$ cat src/rtl/prd_pkg.sv
package prd_pkg;

   localparam logic [16:0] SEG_SPAN  = 17'h1_0000;
   localparam logic [15:0] HALF_SPAN = 16'h8000;
   localparam logic [31:0] END_MARK  = 32'h8000_0000;

   typedef enum logic [2:0] {
      ST_IN,
      ST_SPLIT,
      ST_DRAIN,
      ST_FIN,
      ST_END
   } build_st_t;

   // alternate count encoding: (bytes/4 - 1) in the upper half word
   function automatic logic [31:0] alt_count_word(input logic [13:0] quads);
      logic [15:0] field;
      field = {2'b00, quads} - 16'd1;
      return {field, 16'h0000};
   endfunction

endpackage

$ cat src/rtl/prd_chunk_calc.sv
module prd_chunk_calc #(
   parameter int LEN_W   = 32,
   parameter bit ALT_FMT = 1'b0
) (
   input  logic [15:0]      addr_lo,
   input  logic [LEN_W-1:0] rem,
   output logic [31:0]      cnt_word,
   output logic [LEN_W-1:0] step
);
   import prd_pkg::*;

   logic [16:0]      room;
   logic [LEN_W-1:0] room_ext;
   logic [LEN_W-1:0] piece;

   always_comb begin
      room     = SEG_SPAN - {1'b0, addr_lo};
      room_ext = LEN_W'(room);
      piece    = (rem < room_ext) ? rem : room_ext;
   end

   generate
      if (ALT_FMT) begin : g_alt
         always_comb begin
            cnt_word = alt_count_word(piece[15:2]);
            step     = piece;
         end
      end else begin : g_std
         logic full_span;
         always_comb begin
            full_span = piece[16];
            step      = full_span ? LEN_W'(HALF_SPAN) : piece;
            cnt_word  = {16'h0000, full_span ? HALF_SPAN : piece[15:0]};
         end
      end
   endgenerate

endmodule

$ cat src/rtl/prd_entry_hold.sv
module prd_entry_hold #(
   parameter int ADDR_W   = 32,
   parameter bit END_FLAG = 1'b1
) (
   input  logic              clk,
   input  logic              rst_n,
   input  logic              push,
   input  logic              fin,
   input  logic              drop,
   input  logic [ADDR_W-1:0] new_addr,
   input  logic [31:0]       new_cnt,
   output logic              push_ack,
   output logic              fin_ack,
   output logic              wr_valid,
   input  logic              wr_ready,
   output logic [ADDR_W-1:0] wr_addr,
   output logic [31:0]       wr_cnt
);
   import prd_pkg::*;

   logic              held_v;
   logic [ADDR_W-1:0] held_addr;
   logic [31:0]       held_cnt;
   logic [31:0]       end_bits;

   generate
      if (END_FLAG) begin : g_mark
         assign end_bits = fin ? END_MARK : 32'h0;
      end else begin : g_nomark
         assign end_bits = 32'h0;
      end
   endgenerate

   always_comb begin
      wr_valid = held_v && (push || fin);
      wr_addr  = held_addr;
      wr_cnt   = held_cnt | end_bits;
      push_ack = push && (!held_v || wr_ready);
      fin_ack  = fin  && (!held_v || wr_ready);
   end

   always_ff @(posedge clk or negedge rst_n) begin
      if (!rst_n) begin
         held_v    <= 1'b0;
         held_addr <= '0;
         held_cnt  <= '0;
      end else if (drop) begin
         held_v <= 1'b0;
      end else if (push_ack) begin
         held_v    <= 1'b1;
         held_addr <= new_addr;
         held_cnt  <= new_cnt;
      end else if (fin_ack) begin
         held_v <= 1'b0;
      end
   end

endmodule

$ cat src/rtl/prd_build_ctrl.sv
module prd_build_ctrl #(
   parameter int ADDR_W      = 32,
   parameter int LEN_W       = 32,
   parameter int MAX_ENTRIES = 256,
   localparam int CNT_W      = $clog2(MAX_ENTRIES + 1)
) (
   input  logic              clk,
   input  logic              rst_n,
   input  logic              seg_valid,
   output logic              seg_ready,
   input  logic [ADDR_W-1:0] seg_addr,
   input  logic [LEN_W-1:0]  seg_len,
   input  logic              seg_last,
   output logic [ADDR_W-1:0] cur_addr,
   output logic [LEN_W-1:0]  cur_rem,
   input  logic [LEN_W-1:0]  step,
   output logic              push,
   output logic              fin,
   output logic              drop,
   input  logic              push_ack,
   input  logic              fin_ack,
   output logic              done,
   output logic [CNT_W-1:0]  entry_count,
   output logic              err_ovf,
   output logic              err_empty
);
   import prd_pkg::*;

   localparam logic [CNT_W-1:0] CAP = CNT_W'(MAX_ENTRIES);

   build_st_t        state;
   logic             last_q;
   logic [CNT_W-1:0] cnt_q;
   logic             tbl_full;

   always_comb begin
      tbl_full  = (cnt_q == CAP);
      seg_ready = (state == ST_IN) || (state == ST_DRAIN);
      push      = (state == ST_SPLIT) && !tbl_full;
      drop      = (state == ST_SPLIT) &&  tbl_full;
      fin       = (state == ST_FIN);
      done      = (state == ST_END);
   end

   always_ff @(posedge clk or negedge rst_n) begin
      if (!rst_n) begin
         state       <= ST_IN;
         cur_addr    <= '0;
         cur_rem     <= '0;
         last_q      <= 1'b0;
         cnt_q       <= '0;
         entry_count <= '0;
         err_ovf     <= 1'b0;
         err_empty   <= 1'b0;
      end else begin
         unique case (state)
            ST_IN: begin
               if (seg_valid) begin
                  cur_addr <= seg_addr;
                  cur_rem  <= seg_len;
                  last_q   <= seg_last;
                  if (seg_len != '0) state <= ST_SPLIT;
                  else if (seg_last)  state <= ST_FIN;
               end
            end
            ST_SPLIT: begin
               if (tbl_full) begin
                  entry_count <= '0;
                  err_ovf     <= 1'b1;
                  err_empty   <= 1'b0;
                  state       <= last_q ? ST_END : ST_DRAIN;
               end else if (push_ack) begin
                  cnt_q    <= cnt_q + CNT_W'(1);
                  cur_addr <= cur_addr + ADDR_W'(step);
                  cur_rem  <= cur_rem - step;
                  if (cur_rem == step) state <= last_q ? ST_FIN : ST_IN;
               end
            end
            ST_DRAIN: begin
               if (seg_valid && seg_last) state <= ST_END;
            end
            ST_FIN: begin
               if (fin_ack) begin
                  entry_count <= cnt_q;
                  err_ovf     <= 1'b0;
                  err_empty   <= (cnt_q == '0);
                  state       <= ST_END;
               end
            end
            ST_END: begin
               cnt_q <= '0;
               state <= ST_IN;
            end
            default: state <= ST_IN;
         endcase
      end
   end

endmodule

$ cat src/rtl/prd_table_builder.sv
module prd_table_builder #(
   parameter int ADDR_W      = 32,
   parameter int LEN_W       = 32,
   parameter int MAX_ENTRIES = 256,
   parameter bit ALT_FMT     = 1'b0,
   localparam int CNT_W      = $clog2(MAX_ENTRIES + 1)
) (
   input  logic              clk,
   input  logic              rst_n,
   input  logic              seg_valid,
   output logic              seg_ready,
   input  logic [ADDR_W-1:0] seg_addr,
   input  logic [LEN_W-1:0]  seg_len,
   input  logic              seg_last,
   output logic              wr_valid,
   input  logic              wr_ready,
   output logic [ADDR_W-1:0] wr_addr,
   output logic [31:0]       wr_cnt,
   output logic              done,
   output logic [CNT_W-1:0]  entry_count,
   output logic              err_ovf,
   output logic              err_empty
);

   generate
      if (ADDR_W < 17) begin : g_bad_addr
         $error("prd_table_builder: ADDR_W must be at least 17");
      end
      if (LEN_W < 17) begin : g_bad_len
         $error("prd_table_builder: LEN_W must be at least 17");
      end
      if (MAX_ENTRIES < 1) begin : g_bad_cap
         $error("prd_table_builder: MAX_ENTRIES must be positive");
      end
   endgenerate

   logic [ADDR_W-1:0] cur_addr;
   logic [LEN_W-1:0]  cur_rem;
   logic [LEN_W-1:0]  step;
   logic [31:0]       cnt_word;
   logic              push, fin, drop, push_ack, fin_ack;

   prd_build_ctrl #(
      .ADDR_W      (ADDR_W),
      .LEN_W       (LEN_W),
      .MAX_ENTRIES (MAX_ENTRIES)
   ) ctrl_i (
      .clk         (clk),
      .rst_n       (rst_n),
      .seg_valid   (seg_valid),
      .seg_ready   (seg_ready),
      .seg_addr    (seg_addr),
      .seg_len     (seg_len),
      .seg_last    (seg_last),
      .cur_addr    (cur_addr),
      .cur_rem     (cur_rem),
      .step        (step),
      .push        (push),
      .fin         (fin),
      .drop        (drop),
      .push_ack    (push_ack),
      .fin_ack     (fin_ack),
      .done        (done),
      .entry_count (entry_count),
      .err_ovf     (err_ovf),
      .err_empty   (err_empty)
   );

   prd_chunk_calc #(
      .LEN_W   (LEN_W),
      .ALT_FMT (ALT_FMT)
   ) calc_i (
      .addr_lo  (cur_addr[15:0]),
      .rem      (cur_rem),
      .cnt_word (cnt_word),
      .step     (step)
   );

   prd_entry_hold #(
      .ADDR_W   (ADDR_W),
      .END_FLAG (!ALT_FMT)
   ) hold_i (
      .clk      (clk),
      .rst_n    (rst_n),
      .push     (push),
      .fin      (fin),
      .drop     (drop),
      .new_addr (cur_addr),
      .new_cnt  (cnt_word),
      .push_ack (push_ack),
      .fin_ack  (fin_ack),
      .wr_valid (wr_valid),
      .wr_ready (wr_ready),
      .wr_addr  (wr_addr),
      .wr_cnt   (wr_cnt)
   );

endmodule

$ cat config.mk
export PLATFORM = sky130hd
export DESIGN_NAME = prd_table_builder
export DESIGN_NICKNAME = d
export VERILOG_FILES = /design/src/rtl/prd_pkg.sv /design/src/rtl/prd_chunk_calc.sv /design/src/rtl/prd_entry_hold.sv /design/src/rtl/prd_build_ctrl.sv /design/src/rtl/prd_table_builder.sv
export SDC_FILE = /design/constraint.sdc
export NUM_CORES = 1
export LEC_CHECK = 0
export BUFFER_PORTS_ARGS = -buffer_cell sky130_fd_sc_hd__buf_2
export CORE_ASPECT_RATIO = 1.5
export CORE_UTILIZATION = 30
export CTS_BUF_LIST = sky130_fd_sc_hd__clkbuf_4 sky130_fd_sc_hd__clkbuf_8
export DETAILED_ROUTE_END_ITERATION = 10
export PLACE_DENSITY_LB_ADDON = 0.25
export SLEW_MARGIN = 0
export SYNTH_ARGS = -nofsm -noshare
export SYNTH_HDL_FRONTEND = slang
export SYNTH_SLANG_ARGS = --single-unit
$ cat constraint.sdc
create_clock -name clk -period 14.1 [get_ports clk]
set_input_delay 1.41 -clock clk [delete_from_list [all_inputs] [get_ports clk]]
set_output_delay 1.41 -clock clk [all_outputs]
set_load 0.02 [all_outputs]
==> reports/metrics.yaml <==
detailed_routing:
  num_vias: 9537
  dr.pass1.iters: 10
  drtIter0Drc: 526
  drc: 13
  via_per_inst: 5.26
  routedWlPerCell_um: 18.2
  drt-total-wl_um: 33000
  antenna_left: 0
sta:
  maxSlewViolCount: 0
  hold_viol_final: 0
  totalNegativeSetupSlack_ps: 0
  holdWs_ps: 471
  max-slew-margin-rel_pct: 30.8
  post-route-min-period_ps: 6970
  clock_skew_ps: 14.4
  rsz0062_at_grt: "false"
  setup-violations-final: 0
  max_freq_ghz: 0.144
  tightest_slew_ps: 1040
  period_share_pct: 49.4
outcome:
  status: "finished with violations"
  violations: "DRC"
setup_path:
  end_kind: "flip-flop"
  required_ps: 14540
  cpPeakStageDelay_ps: 570
  critPathMaxFanout: 51
  slowest_stage: "nor3_2"
  arrival_ps: 7410
  critPathLaunchType: "flip-flop"
  worstSetupPathType: "reg2reg"
clock_network:
  cts_sinks: 137
  cts_inserted_buffers: 17
  cts_setup_buffers: 0
  clkTransAtPathRegs_ps: 80
  cts_resized: 0
  cts_max_level: 4
  cts_buffer_depth: 2
  cts-hold-fix-buffers: 0
  clock_latency_ps: 510
  cts_root_buf: "clkbuf_8"
  cts_tree: "yes"
cells_and_area:
  antenna_cells: 0
  drive_gt1_share_pct: 14.1
  area_growth_pct: 14.1
  final_nets: 1533
grt:
  grt_first_pass_wirelength_um: 52400
  grt_use_total_pct: 19.6
  antenna_found_initial: 1
  grt_pass1_vias: 9678
  grt.overflow.total: 0
  grt_max_degree: 93
synth:
  yosysWarnings: 0
  ys_ff_latch: 137
  synthFlopType: "dfrtp_1"
  syn_area_per_cell_um2: 8.09
  ys_types: 75
  synth_edf_count: 0
  syn_area_um2: 10200
  synthCells: 1258
  async_flop_share_pct: 100
  yosysSeqAreaShare_pct: 33.7
placed_design:
  gp_congestion: 0.886
  dp_hpwl_um: 24600
  portBuffers: 131
floorplanning:
  core_area_um2: 33400
  pin_count: 147
  std_cell_rows: 82
  dieArea_um2: 34700
  die_h_um: 228
  start_util_pct: 30.4
  die_w_um: 152
flow_run:
  max_cap_violations: 0
power_and_ir_drop:
  vdd_drop_max_mv: 0.0899
  powerDensity_nw_per_um2: 287
  p_leak_nw: 5.39
min_path:
  hp-class: "reg2reg"
-- placed cells by master, fill, tap and decap left out, types with 5 or more instances in the layout --
| master | n |
|---|---|
| o31ai_1 | 11 |
| o211ai_1 | 6 |
| nand2_1 | 221 |
| a21oi_1 | 121 |
| xnor2_1 | 37 |
| o31a_1 | 5 |
| clkbuf_8 | 17 |
| o21bai_1 | 9 |
| nor3_1 | 35 |
| conb_1 | 43 |
| nor4_1 | 15 |
| a31oi_1 | 19 |
| a211oi_1 | 11 |
| o21a_1 | 11 |
| nor2b_1 | 11 |
| and3_1 | 15 |
| nand2b_1 | 10 |
| o22ai_1 | 6 |
| inv_1 | 34 |
| ha_1 | 81 |
| o21ai_0 | 72 |
| dfrtp_1 | 137 |
| buf_2 | 130 |
| nand3_1 | 36 |
| mux2i_1 | 6 |
| o221ai_1 | 8 |
| a21o_1 | 28 |
| nor2_1 | 102 |
| nand4_1 | 14 |
| xor2_1 | 25 |
| buf_4 | 8 |
| a221o_1 | 13 |
| or3_1 | 7 |
-- critical path, delay by kind of cell (launching register included) --
family,cells,cell delay (ps)
buf+inv,3,720
simple gates,10,2570
flops,1,480
fa+ha+maj,3,1020
compound gates,10,2090
-- power breakdown --
part / internal (mW) / switching (mW) / total (mW) / leakage [nW]
sequential: 0.583 / 0.200 / 0.783 / 1.66
clock: 0.142 / 0.179 / 0.320 / 0.179
combinational: 0.865 / 1.36 / 2.23 / 3.54
total: 1.59 / 1.74 / 3.33 / 5.39
-- synth_stat cells (10+ instances only) --
master / number / area (um^2)
nand4_1: 14 / 87.6
o31ai_1: 11 / 82.6
dfrtp_1: 137 / 3430
inv_1: 34 / 128
a31oi_1: 19 / 119
nor3_1: 35 / 175
ha_1: 81 / 1010
xor2_1: 25 / 219
and3_1: 15 / 93.8
a21oi_1: 122 / 611
o21ai_0: 72 / 360
nand2b_1: 10 / 62.6
nand3_1: 36 / 180
buf_4: 17 / 128
buf_2: 14 / 70.1
a21o_1: 28 / 210
o21a_1: 11 / 82.6
nor2_1: 103 / 387
nor4_1: 15 / 93.8
xnor2_1: 37 / 324
nand2_1: 222 / 833
nor2b_1: 11 / 68.8
clkbuf_1: 39 / 146
a211oi_1: 11 / 82.6
a221o_1: 13 / 130
-- layout make-up --
| cell class | count | area (um^2) |
|---|---|---|
| clock buffer | 18 | 241 |
| clock inverter | 14 | 124 |
| fill | 3574 | 21800 |
| inverter | 37 | 139 |
| multi-input combinational | 1049 | 6420 |
| sequential | 137 | 3430 |
| tap | 420 | 526 |
| timing repair buffer | 139 | 722 |
-- sequential cells by signal, indices dropped and copies added (netlist names), 3 cells and up --
register            flops
ctrl_i.cur_rem         32
ctrl_i.entry_count      9
hold_i.wr_addr         32
hold_i.held_cnt        16
ctrl_i.state            3
ctrl_i.cnt_q            9
ctrl_i.cur_addr        32
-- layer usage --
metal	part of all wire, %	up-vias	wire length (um)	global-route usage, %
met5	0.039	-	13	0
met4	5.5	2	1810	12.7
met3	3.5	80	1150	3.16
met2	51	220	16800	35.5
met1	40	4532	13200	21.2
li1	-	4703	-	-
-- worst paths after layout --
kind,end,start,depth (start not counted),slack [ps]
hold reg to reg,hold_i.wr_addr[30],hold_i.wr_addr[30],2,470
hold / removal,hold_i.wr_addr[30],hold_i.wr_addr[30],2,470
min in group asynchronous,ctrl_i.entry_count[6],rst_n,1,880
setup reg to reg,ctrl_i.cur_addr[28],ctrl_i.cur_addr[2],26,7130
setup / recovery,ctrl_i.cur_addr[28],ctrl_i.cur_addr[2],26,7130
max in group asynchronous,ctrl_i.cur_rem[4],rst_n,2,11730
-- stage by stage --
stage               power [mW]  util (%)  instances  area, um^2  setup WS [ps]
floorplan                 2.41         -       1299       10300           8140
CTS                       3.35      34.7       1814       11600           7140
global route              3.66      34.7       1814       11600           6470
detailed placement        3.02      33.6       1782       11200           7170
global placement          3.00      33.6       1782       11200           7500
finish                    3.33      34.7       1814       11600           7130
-- logic make-up after synthesis --
family / after synthesis / synth area share [%]
and+or+nand+nor: 492 / 21.8
AOI/OAI and AO/OA: 359 / 22.7
DFF: 137 / 33.7
buffers and inverters: 113 / 4.97
adders and majority gates: 83 / 10.4
xor gates and xnor gates: 62 / 5.34
muxes: 10 / 1.03
other: 2 / 0.0738
(Power assumes the default switching activity.)
